===== src/rtl/bls_pkg.sv =====
package bls_pkg;

    typedef enum logic [2:0] {
        ST_IDLE,
        ST_PRE,
        ST_LOAD,
        ST_DATA,
        ST_POST
    } bls_state_e;

    // Message field positions: the slot field and the three indicator flags
    localparam int MSG_SLOT_LO = 8;
    localparam int MSG_ACT_LO  = 20;
    localparam int MSG_ACT_HI  = 21;
    localparam int MSG_LOC     = 19;
    localparam int MSG_FLT     = 22;

endpackage


===== src/rtl/bls_pattern.sv =====
module bls_pattern #(
    parameter int NUM_PORTS = 8,
    parameter int PORT_W    = 3,
    parameter int SLOT_W    = 3,
    parameter int MAX_SLOTS = 15,
    localparam int PW       = 3 * NUM_PORTS
) (
    input  logic                        clk,
    input  logic                        rst_n,
    input  logic                        upd_valid,
    input  logic [PORT_W-1:0]           upd_port,
    input  logic [31:0]                 upd_msg,
    input  logic [NUM_PORTS*SLOT_W-1:0] slot_map,
    output logic [PW-1:0]               pattern_q,
    output logic                        changed_q
);
    import bls_pkg::*;

    typedef struct packed {
        logic [PW-1:0] pat;
        logic          chg;
    } pat_state_t;

    pat_state_t s_d, s_q;

    logic              accept;
    logic [SLOT_W-1:0] slot;
    int unsigned       base;

    always_comb begin
        s_d     = s_q;
        s_d.chg = 1'b0;
        accept  = upd_valid && (upd_msg[MSG_SLOT_LO +: 8] < 8'(MAX_SLOTS));
        slot    = slot_map[int'(upd_port) * SLOT_W +: SLOT_W];
        base    = 3 * int'(slot);
        if (accept && (base + 2 < PW)) begin
            s_d.pat[base]     = |upd_msg[MSG_ACT_HI:MSG_ACT_LO];
            s_d.pat[base + 1] = upd_msg[MSG_LOC];
            s_d.pat[base + 2] = upd_msg[MSG_FLT];
            s_d.chg           = 1'b1;
        end
    end

    always_ff @(posedge clk or negedge rst_n) begin
        if (!rst_n) s_q <= '0;
        else        s_q <= s_d;
    end

    assign pattern_q = s_q.pat;
    assign changed_q = s_q.chg;

endmodule


===== src/rtl/bls_frame_fsm.sv =====
module bls_frame_fsm #(
    parameter int NUM_PORTS = 8,
    parameter int HALF      = 12500,
    parameter int PAD_W     = 4,
    localparam int PW       = 3 * NUM_PORTS,
    localparam int NP_W     = $clog2(NUM_PORTS + 1),
    localparam int TW       = $clog2(2 * HALF),
    localparam int CNT_W    = $clog2(PW + (1 << PAD_W) + 1)
) (
    input  logic             clk,
    input  logic             rst_n,
    input  logic             kick,
    input  logic [PW-1:0]    pattern,
    input  logic [PAD_W-1:0] cfg_pre,
    input  logic [PAD_W-1:0] cfg_post,
    input  logic [NP_W-1:0]  cfg_ports,
    output logic             sclk,
    output logic             sload,
    output logic             sdata,
    output logic             busy
);
    import bls_pkg::*;

    typedef struct packed {
        bls_state_e       st;
        logic [TW-1:0]    tmr;
        logic [CNT_W-1:0] cnt;
        logic [PW-1:0]    shreg;
        logic [PAD_W-1:0] post;
        logic [CNT_W-1:0] nbits;
        logic             pend;
        logic             ran;
    } fsm_state_t;

    fsm_state_t s_d, s_q;

    logic last_tick;
    logic go;
    logic fin;

    always_comb begin
        s_d       = s_q;
        go        = 1'b0;
        fin       = 1'b0;
        last_tick = (s_q.tmr == TW'(2 * HALF - 1));

        if (s_q.st != ST_IDLE) begin
            s_d.tmr = last_tick ? '0 : s_q.tmr + 1'b1;
            if (kick) s_d.pend = 1'b1;
        end

        case (s_q.st)
            ST_IDLE: go = kick || s_q.pend;
            ST_PRE: if (last_tick) begin
                if (s_q.cnt == '0) s_d.st = ST_LOAD;
                else               s_d.cnt = s_q.cnt - 1'b1;
            end
            ST_LOAD: if (last_tick) begin
                s_d.st  = ST_DATA;
                s_d.cnt = s_q.nbits - 1'b1;
            end
            ST_DATA: if (last_tick) begin
                s_d.shreg = s_q.shreg >> 1;
                if (s_q.cnt != '0) begin
                    s_d.cnt = s_q.cnt - 1'b1;
                end else if (s_q.post == '0) begin
                    fin = 1'b1;
                end else begin
                    s_d.st  = ST_POST;
                    s_d.cnt = CNT_W'(s_q.post) - 1'b1;
                end
            end
            ST_POST: if (last_tick) begin
                if (s_q.cnt == '0) fin = 1'b1;
                else               s_d.cnt = s_q.cnt - 1'b1;
            end
            default: s_d.st = ST_IDLE;
        endcase

        if (fin) begin
            s_d.ran = 1'b1;
            if (s_q.pend || kick) go = 1'b1;
            else                  s_d.st = ST_IDLE;
        end

        if (go) begin
            s_d.shreg = pattern;
            s_d.post  = cfg_post;
            s_d.nbits = CNT_W'(cfg_ports) * CNT_W'(3);
            s_d.pend  = 1'b0;
            s_d.tmr   = '0;
            if (cfg_pre == '0) begin
                s_d.st = ST_LOAD;
            end else begin
                s_d.st  = ST_PRE;
                s_d.cnt = CNT_W'(cfg_pre) - 1'b1;
            end
        end
    end

    always_ff @(posedge clk or negedge rst_n) begin
        if (!rst_n) s_q <= '0;
        else        s_q <= s_d;
    end

    assign busy  = (s_q.st != ST_IDLE);
    assign sclk  = busy ? (s_q.tmr < TW'(HALF)) : !s_q.ran;
    assign sload = busy ? (s_q.st == ST_LOAD) : !s_q.ran;
    assign sdata = (s_q.st == ST_DATA) ? s_q.shreg[0] : 1'b1;

endmodule


===== src/rtl/bay_led_serializer.sv =====
module bay_led_serializer #(
    parameter int NUM_PORTS   = 8,
    parameter int MAX_SLOTS   = 15,
    parameter int HALF_CYCLES = 12500,
    parameter int PAD_W       = 4,
    localparam int PORT_W     = (NUM_PORTS > 1) ? $clog2(NUM_PORTS) : 1,
    localparam int SLOT_W     = PORT_W,
    localparam int PW         = 3 * NUM_PORTS,
    localparam int NP_W       = $clog2(NUM_PORTS + 1)
) (
    input  logic                        clk,
    input  logic                        rst_n,
    input  logic                        upd_valid,
    input  logic [PORT_W-1:0]           upd_port,
    input  logic [31:0]                 upd_msg,
    input  logic [NUM_PORTS*SLOT_W-1:0] slot_map,
    input  logic [PAD_W-1:0]            cfg_pre,
    input  logic [PAD_W-1:0]            cfg_post,
    input  logic [NP_W-1:0]             cfg_ports,
    output logic                        sclk,
    output logic                        sload,
    output logic                        sdata,
    output logic                        busy
);

    logic [PW-1:0] pattern_q;
    logic          changed_q;

    bls_pattern #(
        .NUM_PORTS (NUM_PORTS),
        .PORT_W    (PORT_W),
        .SLOT_W    (SLOT_W),
        .MAX_SLOTS (MAX_SLOTS)
    ) u_pattern (
        .clk       (clk),
        .rst_n     (rst_n),
        .upd_valid (upd_valid),
        .upd_port  (upd_port),
        .upd_msg   (upd_msg),
        .slot_map  (slot_map),
        .pattern_q (pattern_q),
        .changed_q (changed_q)
    );

    bls_frame_fsm #(
        .NUM_PORTS (NUM_PORTS),
        .HALF      (HALF_CYCLES),
        .PAD_W     (PAD_W)
    ) u_fsm (
        .clk       (clk),
        .rst_n     (rst_n),
        .kick      (changed_q),
        .pattern   (pattern_q),
        .cfg_pre   (cfg_pre),
        .cfg_post  (cfg_post),
        .cfg_ports (cfg_ports),
        .sclk      (sclk),
        .sload     (sload),
        .sdata     (sdata),
        .busy      (busy)
    );

endmodule


===== config.mk =====
export PLATFORM = sky130hd
export DESIGN_NAME = bay_led_serializer
export DESIGN_NICKNAME = d
export VERILOG_FILES = /design/src/rtl/bls_pkg.sv /design/src/rtl/bls_pattern.sv /design/src/rtl/bls_frame_fsm.sv /design/src/rtl/bay_led_serializer.sv
export SDC_FILE = /design/constraint.sdc
export NUM_CORES = 1
export LEC_CHECK = 0
export CAP_MARGIN = 20
export CORE_UTILIZATION = 55
export DETAILED_ROUTE_END_ITERATION = 10
export PLACE_DENSITY = 0.79
export REMOVE_ABC_BUFFERS = 1
export SYNTH_ARGS = -nofsm -noshare
export SYNTH_HDL_FRONTEND = slang
export SYNTH_SLANG_ARGS = --single-unit

===== constraint.sdc =====
create_clock -name clk -period 3.42 [get_ports clk]
set_clock_uncertainty 0.05 [all_clocks]
set_input_delay 0.342 -clock clk [delete_from_list [all_inputs] [get_ports clk]]
set_output_delay 0.342 -clock clk [all_outputs]
set_load 0.03 [all_outputs]

==> metrics.cfg, run 1 <==
[outcome]
outcome = complete, but fails checks
failed_checks = hold timing, setup timing

[timing]
max_slew.worst_pin.slew_ns = 0.745
rsz0062_at_grt = true
setup-tns-final_ns = -0.00410
slew_violations = 0
period_share = 1.00
max_clock_freq_mhz = 292
post-route-min-period_ns = 3.42
max_slew_margin = 0.501
setup_viol = 1
postLayoutSetupSlackWorst_ns = -0.00410
fin_worst_hold_slack_ns = -0.00280
hold_viol = 6

[floorplanning]
num_io_pins = 78
die_width_um = 110
dieArea_um2 = 12000
die_height_um = 110
floorplan.rows = 38
initial_core_util = 0.576
core_area_um2 = 11100

[routing]
route.detailed.drc = 0
vias = 6312
detail-route-antenna-nets = 0
number_of_drc_violations_after_detailed_routing_iteration_0 = 647
first_pass_iteration_count_of_the_detailed_router = 5
postRouteWirelength_um = 18100
route.detailed.wl_per_inst_um = 17.9
via_per_inst = 6.26

[synthesis]
ys.warnings.count = 0
synth_seq_area_share = 0.333
ys_async_sr_fraction = 1.00
syn_inst = 740
synth.ff_latch_count = 85
synth_edf_count = 0
syn-mean-instance-area_um2 = 8.62
dominantRegCellSynth = dfrtp_1
post_synth_instance_area_um2 = 6380
post_synth_num_cell_types = 77

[cells_and_area]
nFillCells = 806
stdcell_area_um2 = 8300
fin_nets = 960
layout-drive-gt1-share = 0.258
antenna_cells = 0
syn2layout_area_growth_pct = 30.1
layout.cells.most_common_list = buf_4 (95), dfrtp_1 (85), nor2_1 (72), nand2_1 (65), a21oi_1 (53)
mostFrequentLayoutCell = buf_4

[power_and_ir_drop]
power.leakage_nw = 3.68
vdd.ir_drop.worst_mv = 0.322
fin_total_pwr_mw = 3.48
power.density_nw_per_um2 = 420

[critical_path]
crit_path_start = upd_port[0]
path_max_fanout = 8
rr_endpoint = u_fsm.s_q[30]
worst_r2r_path_depth = 10
critical_path.endpoint = u_pattern.pattern_q[7]
worst-r2r-setup-slack_ns = 0.35
timing.critical_path.to_type = flip-flop
worstReg2RegStart = u_fsm.s_q[36]
data_arrival_time_of_the_critical_path_ns = 3.60
timing_worst_setup_path_type = input port to flip-flop
worst_setup_path_start_kind = input port
required_ns = 3.60

[global_routing]
first_global_vias = 6010
grt.overflow.total = 0
global_route.usage.total = 0.304
wire_length_of_the_first_global_routing_pass_um = 28100
grt_max_degree = 66
number_of_antenna_violations_at_the_first_check_in_global_routing = 0

[clock_network]
cts.path.max_buffers = 2
cts_made_buffers = 9
clock_insertion_delay_worst_skew_ns = 0.35
clock_tree.root_cell = clkbuf_16
cts.clk_slew.worst_paths_ns = 0.07
cts-htree-levels = 3
tritoncts_clock_tree = yes
clock_sink_count = 85

[hold_path]
min_path_type = input port to asynchronous set/reset pin

[placed_design]
finalWeightedCongestion = 0.943
placement.io_buffers = 57
post-dp-hpwl_um = 12800
dpl-instance-area_um2 = 7630

[run]
max_cap_violations = 0

## cells by family (layout without fill, tap and decap cells)
kind of cell,count (synthesis),after routing,synth area share
AND/OR/NAND/NOR,245,245,0.186
AO/OA/AOI/OAI,209,209,0.216
flip-flops,85,85,0.333
buffers and inverters,82,210,0.0537
multiplexers,72,72,0.127
XOR/XNOR,24,24,0.0375
adder cells (fa/ha/maj),23,23,0.0475
## what timing repair did
item | CTS | global route
pin swaps | 12 | 22
cloned | 0 | 1
resized for setup | 55 | 75
buffers inserted | 7 | 8
setup endpoints to repair | 24 | 24
hold buffers | 0 | 0
## power breakdown
| part | internal (mW) | total (mW) | leakage, nW | switching (mW) |
|---|---|---|---|---|
| logic | 0.663 | 1.40 | 2.44 | 0.733 |
| registers | 1.05 | 1.09 | 1.10 | 0.0325 |
| clock network | 0.576 | 1.00 | 0.144 | 0.427 |
## area by class of cell
cell class,count,area (µm²),share of cell area
Clock buffer,9,225,0.0271
Clock inverter,7,82.6,0.00995
Inverter,32,120,0.0145
Multi-Input combinational cell,573,4200,0.507
Sequential cell,85,2130,0.256
Tap cell,140,175,0.0211
Timing Repair Buffer,162,1360,0.164
## worst min path at each step
stage	slack (ns)	to	cells after the start
2_1_floorplan	-0.004	u_fsm.s_q[0]	0
3_3_place_gp	0.39	u_fsm.s_q[48]	1
3_5_place_dp	0.39	u_fsm.s_q[48]	1
4_1_cts	0.02	u_fsm.s_q[47]	1
5_1_grt	0.06	u_fsm.s_q[38]	1
6_report	-0.003	u_fsm.s_q[44]	1
## state kept, by name, summed over array words and instances, names as in the netlist
signal,cells
u_fsm.s_q,60
u_pattern.changed_q,1
u_pattern.pattern_q,24
## Yosys cell counts, types with 14 or more instances
cell type | n | share of area
dfrtp_1 | 85 | 0.33
nor2_1 | 75 | 0.044
nand2_1 | 67 | 0.039
a21oi_1 | 57 | 0.045
o21ai_0 | 44 | 0.035
mux2i_1 | 42 | 0.066
clkbuf_1 | 38 | 0.022
inv_1 | 31 | 0.018
nand3_1 | 23 | 0.018
nor3_1 | 23 | 0.018
ha_1 | 21 | 0.041
a31oi_1 | 14 | 0.014
## per-layer routing
layer	global-route usage	share of wire	vias up	routed length, µm
met5	0	0	-	0
met4	0.133	0.031	0	569
met3	0.0445	0.060	55	1090
met2	0.550	0.50	262	9090
met1	0.356	0.41	3053	7320
li1	-	-	2942	-
## critical path, cell delays in order
cell and delay, ns:
buf_12 0.12, mux2_4 0.28, mux4_2 0.52, ha_4 0.18
inv_2 0.04, fa_2 0.46, buf_6 0.15, nand2_4 0.06
nor2_4 0.04, a31oi_4 0.23, nor3_2 0.07, mux2_4 0.30
buf_6 0.13, a222oi_1 0.25, nor2_1 0.11, mux2_4 0.31
## metrics by stage
| step | utilization | instances | hold slack, ns | worst slack, ns |
|---|---|---|---|---|
| floorplan | - | 690 | -0.00359 | -1.00 |
| finish | 0.749 | 1008 | -0.00280 | -0.00410 |
| global route | 0.749 | 1008 | 0.0554 | -0.130 |
| detailed placement | 0.689 | 980 | 0.395 | -0.962 |
| global placement | 0.689 | 980 | 0.385 | -0.860 |
| CTS | 0.725 | 1000 | 0.0164 | 0.00386 |
Power figures use the tool's default switching activity.
==> run 2: changes to the inputs <==
--- a/constraint.sdc
+++ b/constraint.sdc
@@ -4,2 +4,2 @@
 set_output_delay 0.342 -clock clk [all_outputs]
-set_load 0.03 [all_outputs]
+set_load 0.1 [all_outputs]
==> run 2 against run 1 <==
Total power is 3.0% higher. Critical endpoint is now u_pattern.pattern_q[14]. The flow now finishes without violations. Global-route usage is 0.076 points higher. Clock power is 21% higher.
==> metrics.cfg, run 2 (synthesis gave the netlist of run 1 again) <==
[cells_and_area]
antenna_cells = 0
largest_reg_flops = 60
fin_nets = 955
largest_register = u_fsm.s_q
mostFrequentLayoutCell = buf_4
layout.cells.most_common_list = buf_4 (101), dfrtp_1 (85), nor2_1 (73), nand2_1 (65), a21oi_1 (54)
syn2layout_area_growth_pct = 28.7
layout-drive-gt1-share = 0.242

[hold_path]
min_path_type = input port to asynchronous set/reset pin

[timing]
hold_viol = 0
period_share = 0.998
setup-tns-final_ns = 0
rsz0062_at_grt = true
slew_violations = 0
setup_viol = 0
fin_worst_hold_slack_ns = 0.00341
max_slew_margin = 0.494
max_clock_freq_mhz = 293
max_slew.worst_pin.slew_ns = 0.753
post-route-min-period_ns = 3.41

[floorplanning]
die_height_um = 110
num_io_pins = 78
core_area_um2 = 11100
dieArea_um2 = 12000
initial_core_util = 0.576
die_width_um = 110
floorplan.rows = 38

[clock_network]
clock_sink_count = 85
postCtsHoldBufs = 0
cts-htree-levels = 3
cts.clk_slew.worst_paths_ns = 0.06
clock_tree.root_cell = clkbuf_16
clock_insertion_delay_worst_skew_ns = 0.34
tritoncts_clock_tree = yes
cts_made_buffers = 9
cts.path.max_buffers = 2

[global_routing]
wire_length_of_the_first_global_routing_pass_um = 28300
grt_max_degree = 66
global_route.usage.total = 0.305
number_of_antenna_violations_at_the_first_check_in_global_routing = 0
first_global_vias = 6024
grt.overflow.total = 0

[outcome]
outcome = finished clean

[critical_path]
timing.critical_path.to_type = flip-flop
required_ns = 3.60
worst_setup_path_start_kind = input port
worst_r2r_path_depth = 9
critical_path.endpoint = u_pattern.pattern_q[14]
rr_endpoint = u_fsm.s_q[29]
data_arrival_time_of_the_critical_path_ns = 3.59
worstReg2RegStart = u_fsm.s_q[46]
timing_worst_setup_path_type = input port to flip-flop
crit_path_start = upd_port[0]
worst-r2r-setup-slack_ns = 0.27
path_max_fanout = 7

[placed_design]
placement.io_buffers = 57
post-dp-hpwl_um = 12800
finalWeightedCongestion = 0.938

[run]
max_cap_violations = 0

[power_and_ir_drop]
power.leakage_nw = 3.65
power.density_nw_per_um2 = 437
vdd.ir_drop.worst_mv = 0.282

[routing]
route.detailed.wl_per_inst_um = 17.4
vias = 6203
number_of_drc_violations_after_detailed_routing_iteration_0 = 507
postRouteWirelength_um = 17500
detail-route-antenna-nets = 0
route.detailed.drc = 0
first_pass_iteration_count_of_the_detailed_router = 5
via_per_inst = 6.18

==> run 2: cell count changes in the layout (fill, tap and decap cells not counted), moves of 3 or more <==
| cell | previous run | this run |
|---|---|---|
| o21ai_1 | 8 | 5 |
| bufinv_16 | 1 | 4 |
| buf_6 | 8 | 2 |
| clkbuf_2 | 9 | 6 |
| buf_4 | 95 | 101 |
==> run 2: area by class of cell <==
class / instances / area [µm²]
inverter: 32 / 120
clock inverter: 7 / 145
sequential: 85 / 2130
tap: 140 / 175
timing repair buffer: 156 / 1280
clock buffer: 9 / 225
fill: 826 / 2870
multi-input combinational: 574 / 4130
==> run 2: routing by layer <==
layer	wire, µm	vias up	GRT usage	share of wire
met2	8890	268	0.549	0.51
met1	7000	2961	0.364	0.40
met5	0	-	0	0
met4	416	0	0.112	0.024
met3	1190	40	0.0510	0.068
li1	-	2934	-	-
==> run 2: worst max-delay path, cell delays in order <==
cell and delay, ns:
buf_12 0.12, mux2_4 0.29, mux4_2 0.52, ha_4 0.18, inv_2 0.05, fa_2 0.45, inv_2 0.09, ha_4 0.13
and2_4 0.17, xnor3_2 0.33, or3_4 0.42, mux2i_2 0.19, mux2i_1 0.11, o22a_1 0.18
==> run 2: worst min path at each step <==
| stage | start | to |
|---|---|---|
| 2_1_floorplan | rst_n | u_fsm.s_q[0] |
| 3_3_place_gp | rst_n | u_fsm.s_q[28] |
| 3_5_place_dp | rst_n | u_fsm.s_q[53] |
| 4_1_cts | rst_n | u_fsm.s_q[53] |
| 5_1_grt | rst_n | u_fsm.s_q[52] |
| 6_report | rst_n | u_fsm.s_q[52] |
==> run 2: stage by stage <==
stage          utilization  cells  worst slack, ns  total power, mW  cell area (µm²)
3_5_place_dp         0.687    979            -1.01             2.23             7620
4_1_cts              0.732   1003          -0.0228             3.52             8110
6_report             0.741   1003          0.00803             3.59             8210
3_3_place_gp         0.687    979           -0.874             2.20             7620
5_1_grt              0.741   1003          -0.0813             3.75             8210
2_1_floorplan            -    690            -1.00             1.69             6160
==> run 2: what timing repair did <==
| action | 4_1_cts | 5_1_grt |
|---|---|---|
| buffers inserted | 9 | 1 |
| pin swaps | 8 | 14 |
| cloned | 1 | 0 |
| resized for setup | 66 | 35 |
| setup endpoints to repair | 24 | 24 |
==> run 2: report_power, final <==
group | internal [mW] | switching, mW | leakage (nW)
combinational | 0.621 | 0.671 | 2.38
clock | 0.793 | 0.419 | 0.177
sequential | 1.05 | 0.0312 | 1.10
total | 2.47 | 1.12 | 3.65
